--- config.mk ---
export PLATFORM = sky130hd
export DESIGN_NAME = adc_seq_ctrl
export DESIGN_NICKNAME = d
export VERILOG_FILES = /design/src/rtl/adc_seq_pkg.sv /design/src/rtl/adc_frame_rx.sv /design/src/rtl/adc_ctrl_reg.sv /design/src/rtl/adc_chan_seq.sv /design/src/rtl/adc_result_tx.sv /design/src/rtl/adc_seq_ctrl.sv
export SDC_FILE = /design/constraint.sdc
export NUM_CORES = 1
export LEC_CHECK = 0
export BUFFER_PORTS_ARGS = -buffer_cell sky130_fd_sc_hd__buf_4
export CORE_ASPECT_RATIO = 1.4
export CORE_MARGIN = 10
export CORE_UTILIZATION = 50
export DETAILED_ROUTE_END_ITERATION = 8
export PLACE_DENSITY = 0.72
export SETUP_SLACK_MARGIN = 0.5
export SKIP_CTS_REPAIR_TIMING = 1
export SYNTH_ARGS = -nofsm -noshare
export SYNTH_HDL_FRONTEND = slang
export SYNTH_HIERARCHICAL = 1
export SYNTH_SLANG_ARGS = --single-unit
--- constraint.sdc ---
create_clock -name clk_i -period 5 [get_ports clk_i]
set_input_delay 0.5 -clock clk_i [delete_from_list [all_inputs] [get_ports clk_i]]
set_output_delay 0.5 -clock clk_i [all_outputs]
set_load 0.01 [all_outputs]
--- src/rtl/adc_seq_pkg.sv ---
package adc_seq_pkg;
  localparam int unsigned CH_W    = 3;
  localparam int unsigned RES_W   = 12;
  localparam int unsigned FRAME_W = 1 + CH_W + RES_W;
  localparam int unsigned CNT_W   = $clog2(FRAME_W + 1);
  localparam int unsigned PM_W    = 2;

  // control word bit positions (MSB arrives first)
  localparam int unsigned WR_POS   = 15;
  localparam int unsigned SEQ_POS  = 14;
  localparam int unsigned ADDR_MSB = 12;
  localparam int unsigned PM_MSB   = 9;
  localparam int unsigned SHD_POS  = 7;
  localparam int unsigned RNG_POS  = 5;
  localparam int unsigned COD_POS  = 4;

  typedef struct packed {
    logic            seq;
    logic            shadow;
    logic [CH_W-1:0] addr;
    logic [PM_W-1:0] pm;
    logic            range_sel;
    logic            coding;
  } ctrl_t;
endpackage

--- src/rtl/adc_frame_rx.sv ---
module adc_frame_rx
  import adc_seq_pkg::*;
#(
  parameter int unsigned FW = FRAME_W,
  parameter int unsigned CW = CNT_W
) (
  input  logic          clk_i,
  input  logic          rst_ni,
  input  logic          cs_ni,
  output logic [CW-1:0] cnt_o,
  output logic          start_o,
  output logic          done_o
);
  localparam logic [CW-1:0] LAST = CW'(FW - 1);
  localparam logic [CW-1:0] FULL = CW'(FW);

  logic [CW-1:0] cnt_q;

  always_ff @(posedge clk_i or negedge rst_ni) begin
    if (!rst_ni)           cnt_q <= '0;
    else if (cs_ni)        cnt_q <= '0;
    else if (cnt_q != FULL) cnt_q <= cnt_q + 1'b1;
  end

  assign cnt_o   = cnt_q;
  assign start_o = !cs_ni && (cnt_q == '0);
  assign done_o  = !cs_ni && (cnt_q == LAST);
endmodule

--- src/rtl/adc_ctrl_reg.sv ---
module adc_ctrl_reg
  import adc_seq_pkg::*;
#(
  parameter int unsigned FW = FRAME_W,
  parameter int unsigned CW = CNT_W
) (
  input  logic            clk_i,
  input  logic            rst_ni,
  input  logic            cs_ni,
  input  logic            din_i,
  input  logic [CW-1:0]   cnt_i,
  input  logic            done_i,
  output ctrl_t           stg_o,
  output logic            wr_o,
  output logic [PM_W-1:0] pm_o,
  output logic            range_o,
  output logic            coding_o
);
  // bit index within the frame at which each field arrives
  localparam logic [CW-1:0] K_WR   = CW'(FW - 1 - WR_POS);
  localparam logic [CW-1:0] K_SEQ  = CW'(FW - 1 - SEQ_POS);
  localparam logic [CW-1:0] K_ADDR = CW'(FW - 1 - ADDR_MSB);
  localparam logic [CW-1:0] K_PM   = CW'(FW - 1 - PM_MSB);
  localparam logic [CW-1:0] K_SHD  = CW'(FW - 1 - SHD_POS);
  localparam logic [CW-1:0] K_RNG  = CW'(FW - 1 - RNG_POS);
  localparam logic [CW-1:0] K_COD  = CW'(FW - 1 - COD_POS);
  localparam logic [CW-1:0] FULL   = CW'(FW);

  ctrl_t           stg_q;
  logic            stg_wr_q;
  logic            armed_q;
  logic [PM_W-1:0] pm_q;
  logic            rng_q;
  logic            cod_q;
  logic            bit_en;

  assign bit_en = !cs_ni && (cnt_i != FULL);

  always_ff @(posedge clk_i or negedge rst_ni) begin
    if (!rst_ni) begin
      stg_q    <= '0;
      stg_wr_q <= 1'b0;
    end else if (bit_en) begin
      if (cnt_i == K_WR)  stg_wr_q     <= din_i;
      if (cnt_i == K_SEQ) stg_q.seq    <= din_i;
      if (cnt_i >= K_ADDR && cnt_i < K_ADDR + CW'(CH_W))
        stg_q.addr <= {stg_q.addr[CH_W-2:0], din_i};
      if (cnt_i >= K_PM && cnt_i < K_PM + CW'(PM_W))
        stg_q.pm <= {stg_q.pm[PM_W-2:0], din_i};
      if (cnt_i == K_SHD) stg_q.shadow    <= din_i;
      if (cnt_i == K_RNG) stg_q.range_sel <= din_i;
      if (cnt_i == K_COD) stg_q.coding    <= din_i;
    end
  end

  assign wr_o = done_i && armed_q && stg_wr_q;

  always_ff @(posedge clk_i or negedge rst_ni) begin
    if (!rst_ni) begin
      armed_q <= 1'b0;
      pm_q    <= '1;
      rng_q   <= 1'b0;
      cod_q   <= 1'b0;
    end else begin
      if (done_i) armed_q <= 1'b1;
      if (wr_o) begin
        pm_q  <= stg_q.pm;
        rng_q <= stg_q.range_sel;
        cod_q <= stg_q.coding;
      end
    end
  end

  assign stg_o    = stg_q;
  assign pm_o     = pm_q;
  assign range_o  = rng_q;
  assign coding_o = cod_q;
endmodule

--- src/rtl/adc_chan_seq.sv ---
module adc_chan_seq
  import adc_seq_pkg::*;
#(
  parameter int unsigned AW = CH_W
) (
  input  logic          clk_i,
  input  logic          rst_ni,
  input  logic          start_i,
  input  logic          wr_i,
  input  logic          seq_i,
  input  logic          shadow_i,
  input  logic [AW-1:0] addr_i,
  output logic [AW-1:0] chan_o
);
  logic          sweep_q;
  logic          restart_q;
  logic [AW-1:0] last_q;
  logic [AW-1:0] single_q;
  logic [AW-1:0] chan_q;

  always_ff @(posedge clk_i or negedge rst_ni) begin
    if (!rst_ni) begin
      sweep_q   <= 1'b0;
      restart_q <= 1'b0;
      last_q    <= '0;
      single_q  <= '0;
      chan_q    <= '0;
    end else begin
      // write and frame start never share an edge
      if (wr_i) begin
        if (!seq_i) begin
          sweep_q  <= 1'b0;
          single_q <= addr_i;
        end else if (shadow_i) begin
          sweep_q   <= 1'b1;
          restart_q <= 1'b1;
          last_q    <= addr_i;
        end
      end else if (start_i) begin
        if (!sweep_q) begin
          chan_q <= single_q;
        end else if (restart_q) begin
          chan_q    <= '0;
          restart_q <= 1'b0;
        end else begin
          chan_q <= (chan_q == last_q) ? '0 : chan_q + 1'b1;
        end
      end
    end
  end

  assign chan_o = chan_q;
endmodule

--- src/rtl/adc_result_tx.sv ---
module adc_result_tx
  import adc_seq_pkg::*;
#(
  parameter int unsigned FW = FRAME_W,
  parameter int unsigned CW = CNT_W,
  parameter int unsigned AW = CH_W,
  parameter int unsigned RW = RES_W
) (
  input  logic          clk_i,
  input  logic          rst_ni,
  input  logic          cs_ni,
  input  logic [CW-1:0] cnt_i,
  input  logic [AW-1:0] chan_i,
  input  logic [RW-1:0] sample_i,
  input  logic          coding_i,
  output logic          dout_o
);
  logic [RW-1:0] res_q;

  always_ff @(posedge clk_i or negedge rst_ni) begin
    if (!rst_ni) res_q <= '0;
    else if (!cs_ni && cnt_i == CW'(AW))
      res_q <= coding_i ? sample_i : {~sample_i[RW-1], sample_i[RW-2:0]};
  end

  always_comb begin
    int k;
    k = int'(cnt_i);
    dout_o = 1'b0;
    if (!cs_ni) begin
      if (k >= 1 && k <= int'(AW))       dout_o = chan_i[int'(AW) - k];
      else if (k > int'(AW) && k < int'(FW)) dout_o = res_q[int'(FW) - 1 - k];
    end
  end
endmodule

--- src/rtl/adc_seq_ctrl.sv ---
module adc_seq_ctrl
  import adc_seq_pkg::*;
#(
  parameter int unsigned AW = CH_W,
  parameter int unsigned RW = RES_W
) (
  input  logic          clk_i,
  input  logic          rst_ni,
  input  logic          cs_ni,
  input  logic          din_i,
  input  logic [RW-1:0] sample_i,
  output logic [AW-1:0] chan_o,
  output logic          dout_o,
  output logic [1:0]    pm_o,
  output logic          range_o
);
  localparam int unsigned FW = 1 + AW + RW;
  localparam int unsigned CW = $clog2(FW + 1);

  logic [CW-1:0] bit_cnt;
  logic          frame_start;
  logic          frame_done;
  logic          wr;
  logic          coding;
  ctrl_t         stg;

  adc_frame_rx #(.FW(FW), .CW(CW)) u_rx (
    .clk_i, .rst_ni, .cs_ni,
    .cnt_o(bit_cnt), .start_o(frame_start), .done_o(frame_done)
  );

  adc_ctrl_reg #(.FW(FW), .CW(CW)) u_ctrl (
    .clk_i, .rst_ni, .cs_ni, .din_i,
    .cnt_i(bit_cnt), .done_i(frame_done),
    .stg_o(stg), .wr_o(wr), .pm_o(pm_o), .range_o(range_o), .coding_o(coding)
  );

  adc_chan_seq #(.AW(AW)) u_seq (
    .clk_i, .rst_ni, .start_i(frame_start), .wr_i(wr),
    .seq_i(stg.seq), .shadow_i(stg.shadow), .addr_i(stg.addr),
    .chan_o(chan_o)
  );

  adc_result_tx #(.FW(FW), .CW(CW), .AW(AW), .RW(RW)) u_tx (
    .clk_i, .rst_ni, .cs_ni, .cnt_i(bit_cnt), .chan_i(chan_o),
    .sample_i(sample_i), .coding_i(coding), .dout_o(dout_o)
  );
endmodule

Word level (Yosys, flattened, before mapping)
Cells that the tools add are included.

Register bits: 43. Output and inout port bits: 7.

Add/subtract/negate cells: 4. $lt $le $gt $ge: 10. Equality and inequality tests: 11. Muxes and demuxes: 21. Bitwise logic cells: 3. Reduce and logical (&&, ||, !) cells: 27.

Operators with widths (count): 32-bit by 4-bit < comparator with 1-bit output, second input constant (1); 32-bit by 6-bit < comparator with 1-bit output, second input constant (1); 5-bit by 4-bit == test with 1-bit output, second input constant (4); 2-bit AND reduction (10); 1-bit 2-to-1 mux (13); 12-bit 2-to-1 mux (1); 1-bit logical AND (10); 5-bit 2-to-1 mux (2); 3-bit 2-to-1 mux (3); 2-bit != test, second input constant (3); 2-bit nonzero test (3); 2-bit by 5-bit subtractor with 6-bit output, first input constant (1); 4-bit by 5-bit subtractor with 6-bit output, first input constant (1); 5-bit by 1-bit adder with 5-bit output, second input constant (1); 5-bit by 1-bit == test with 1-bit output, second input constant (1); 5-bit by 2-bit == test with 1-bit output, second input constant (1); 5-bit by 1-bit greater-or-equal comparator with 1-bit output, second input constant (1); 5-bit by 2-bit greater-or-equal comparator with 1-bit output, second input constant (1); 5-bit by 3-bit greater-or-equal comparator with 1-bit output, second input constant (1); 5-bit by 2-bit greater-than comparator with 1-bit output, second input constant (1); 5-bit by 2-bit <= comparator with 1-bit output, second input constant (1); 5-bit zero test (1); 5-bit by 3-bit < comparator with 1-bit output, second input constant (1); 5-bit by 4-bit < comparator with 1-bit output, second input constant (1); 10 further kinds (12).

Depth between registers and ports, before layout
Depth in word-level cells: 7. Mapped depth: 10.

Hierarchy
The synthesis kept the hierarchy.

Modules (own cells, without submodules): adc_ctrl_reg (times used 1, cells each 58, area an instance 698.2 µm², sequential area each 377.9 µm²); adc_result_tx (times used 1, cells each 45, area an instance 694.4 µm², sequential area each 300.3 µm²); adc_chan_seq (times used 1, cells each 46, area an instance 555.5 µm², sequential area each 275.3 µm²); adc_frame_rx (times used 1, cells each 29, area an instance 296.5 µm², sequential area each 125.1 µm²).

Worst setup path after synthesis
Ideal clock, no wire load.

Kind: register to register. Start: register u_rx.cnt_q[0], in the netlist u_rx/cnt_o[0]. End: register u_seq.chan_q[2], in the netlist u_seq/chan_o[2]. Data arrival time: 1.984 ns. Required time: 4.862 ns. Path slack: 2.878 ns. Stages on the path, launching flop included: 11. Buffers on the path: 1. Clock period less this slack: 2.122 ns. Cells stage by stage: dfrtp_1 -> ha_1 -> and3_2 -> ha_1 -> nor2b_1 -> nand3_1 -> inv_1 -> nor2b_1 -> buf_2 -> mux2i_1 -> o211ai_1.

Longest elaborated chain between the ends: 6. Elaborated cells between the ends (all ways): 8. Those cells by class: eq/ne (1); bitwise (1); reduce/logical (6).

Ends and longest elaborated chain: start: declaration (line adc_frame_rx.sv:17) `logic [CW-1:0] cnt_q;`; start signal: assignment (line adc_frame_rx.sv:22) `else if (cnt_q != FULL) cnt_q <= cnt_q + 1'b1;`; 5-bit by 4-bit == test with 1-bit output (line adc_frame_rx.sv:27) `assign done_o = !cs_ni && (cnt_q == LAST);`; 1-bit logical AND (line adc_frame_rx.sv:27); named net frame_done (line adc_seq_ctrl.sv:22) `logic frame_done;`; 1-bit logical AND (2 in a row) (line adc_ctrl_reg.sv:56) `assign wr_o = done_i && armed_q && stg_wr_q;`; named net wr (line adc_seq_ctrl.sv:23) `logic wr;`; 1-bit NOT (no line); 2-bit AND reduction (no line); end signal: assignment (line adc_chan_seq.sv:41) `chan_q <= single_q;`; end signal: assignment (line adc_chan_seq.sv:46) `chan_q <= (chan_q == last_q) ? '0 : chan_q + 1'b1;`; end: declaration (line adc_chan_seq.sv:19) `logic [AW-1:0] chan_q;`.

The timed path passes the listed nets, and every way through them passes these cells. A chain may end at the register's enable or synchronous reset.

Worst setup path in the final report
Start: register u_rx.cnt_q[1], in the netlist u_rx/cnt_o[1]. End: register u_seq.chan_q[2], in the netlist u_seq/chan_o[2].

The elaborated chain is that of the path after synthesis.

==> out/metrics.cfg <==
[worst_setup_path]
worst_setup_path_start_kind=flip-flop
critPathArrivalTime_ps=2830
path_class=reg -> reg
end_kind=flip-flop
worst-endpoint-required_ps=5160
crit_path_max_fanout=19
worstRegToRegCells=9
critical_path.startpoint=u_rx/cnt_o[1]
rr_startpoint=u_rx/cnt_o[1]

[synthesis]
syn_avg_cell_area_um2=12.61
mappedNetlistNets=198
synth_top_cell_by_area=dfrtp_1
seq_area_frac_synth=0.4805
ys.warnings.count=6
async_reset_ff_frac=1.000
synth_area_leaders=dfrtp_1 (46%), mux2_2 (11%), mux2_4 (6.7%)
synthCells=178
synth_edf_count=0
netlist_area_um2=2245
synth.ff_latch_count=43
synth_flop_cell=dfrtp_1
synthDistinctLibCells=47
synth_top_area_share=0.4571

[clocking]
clock_latency_reported_for_the_late_side_of_the_worst_skew_pair_ps=290
cts_max_level=2
clock_tree_from_tritoncts=built
cts_inserted_buffers=5
clk_pin_slew_worst_setup_hold_paths_ps=80
tritoncts_num_sinks=43
cts_max_path_buffers=2
cts_root_buffer=clkbuf_8

[routing]
drt_wl_total_um=4242
antenna_left=0
dr.pass1.iters=4
drt_drc_violations_left=0
first_iter_violations=63
via_to_cell_ratio=5.466
routed_wire_length_per_instance_um=16.07
route.vias.total=1443

[timing]
setup_total_negative_slack_ps=0
period_share=0.5353
slew_violations=0
final.min_clock_period_ps=2677
postLayoutSetupSlackWorst_ps=2323
fmaxAchievable_mhz=373.6
setup_viol=0
clock_skew_ps=11.25
grt_setup_unrepaired=no
hold_viol_final=0
worst_slew_margin_rel=0.4740
worst-slew-pin-transition_ps=788.2

[final_layout]
n_fill_cell=359
area_delta_synth_final_pct=13.32
diodes=0
final_util=0.5951
final_cell_count_no_fill=264
final_layout_size_suffix_gt1_frac=0.3627
final_nets=223

[run]
max_cap_viol_count=0

[hold_path]
hold_path_class=in -> async

[grt]
grt_pass1_vias=1531
grt_max_degree=44
groute.usage.overall=0.1185
globalRouteOverflowTotal=0
grt_first_pass_wirelength_um=7403
grt_antenna_before_repair=0

[die]
die_w_um=76.63
initial_utilization=0.5252
boundaryPins=23
floorplan.core_area_um2=4274
die_height_um=99.28
rows=28
design.die.area_um2=7607

[power]
report.power.total_uw=874.0
power.ir.vdd_worst_mv=0.1786
p_leak_uw=0.001193
p_per_area_nw_per_um2=343.6

[placement]
finalWeightedCongestion=0.8101
hpwl_um=3111
place_worst_setup_slack_ps=2369
port-buffer-count=22
place.detailed.instances=256

[outcome]
status=finished clean

[cells in the mapped netlist (all sizes together), types with 4 or more instances]
cell,n
ha,4
inv,9
nor2b,6
nand3,9
dfrtp,41
nor3,5
nand2,4
a21oi,4
nor2,11
mux2,32
o211ai,7
xor2,4
[state kept, by name (all words and copies together) (netlist names)]
register	flops
u_seq/last_q	3
u_ctrl/range_o	1
u_seq/sweep_q	1
u_ctrl/stg_wr_q	1
u_ctrl/stg_o	9
u_seq/chan_o	3
u_seq/restart_q	1
u_rx/cnt_o	5
u_ctrl/armed_q	1
u_tx/res_q	12
u_ctrl/pm_o	2
u_ctrl/coding_o	1
u_seq/single_q	3
[cells in the final DEF, fill, tap and decap left out, types with 3 or more instances in the layout]
cell,synthesis,routed
nor2b_1,6,6
nand2_1,3,3
o311ai_1,3,3
o211ai_1,7,7
inv_1,9,9
a31oi_1,3,3
buf_4,0,22
ha_1,4,4
a21oi_1,3,3
nor2_1,11,11
mux2_4,10,10
clkbuf_8,0,7
nor3_1,3,3
nand2b_1,3,3
nand3_1,9,9
mux2_2,21,21
dfrtp_1,41,41
[metrics by stage]
step / instance area (µm²) / hold WS [ps]
6_report: 2544 / 174.9
3_3_place_gp: 2444 / 458.2
4_1_cts: 2544 / 195.1
5_1_grt: 2544 / 203.1
3_5_place_dp: 2444 / 461.2
2_1_floorplan: 2245 / 204.4
[metal layers]
layer	track usage	routed length, µm	up-vias
met4	0.05308	72	0
li1	-	-	693
met3	0.03153	148	5
met1	0.1362	1886	717
met2	0.2021	2134	28
met5	0	0	-
[worst paths after layout]
check | end | slack, ps
max | u_seq/chan_o[2] | 2320
min | u_tx/res_q[3] | 170
max reg2reg | u_seq/chan_o[2] | 2320
min reg2reg | u_ctrl/armed_q | 480
max in group asynchronous | u_ctrl/pm_o[0] | 4450
min in group clk_i | u_tx/res_q[2] | 430
[critical path: stages, from the launching register on]
cell,delay [ps]
dfrtp_1,590
ha_1,310
and3_2,200
ha_1,180
nor2b_1,130
nand3_1,190
inv_1,140
nor2b_1,430
mux2i_1,250
o211ai_1,100
[final cells by class]
| cell class | count | area [µm²] | area share |
|---|---|---|---|
| clock buffer | 8 | 100.1 | 0.03935 |
| tap | 60 | 75.07 | 0.02951 |
| sequential | 43 | 1079 | 0.4240 |
| inverter | 9 | 33.78 | 0.01328 |
| timing repair buffer | 22 | 165.2 | 0.06493 |
| multi-input combinational | 122 | 1091 | 0.4289 |
[cells by family after synthesis]
logic type                 Yosys count  share of synthesized area
AOI/OAI and AO/OA                   22                    0.07024
and+or+nand+nor                     54                     0.1539
buffers and inverters               13                    0.03344
xor gates and xnor gates             6                    0.03010
adders and majority gates            4                    0.02230
muxes                               36                     0.2096
DFF                                 43                     0.4805
[report_power, final]
group / switching [µW] / internal (µW)
clock network: 110 / 126
logic: 65.7 / 111
registers: 54.7 / 407
total: 230 / 644
Power figures use the tool's default switching activity.
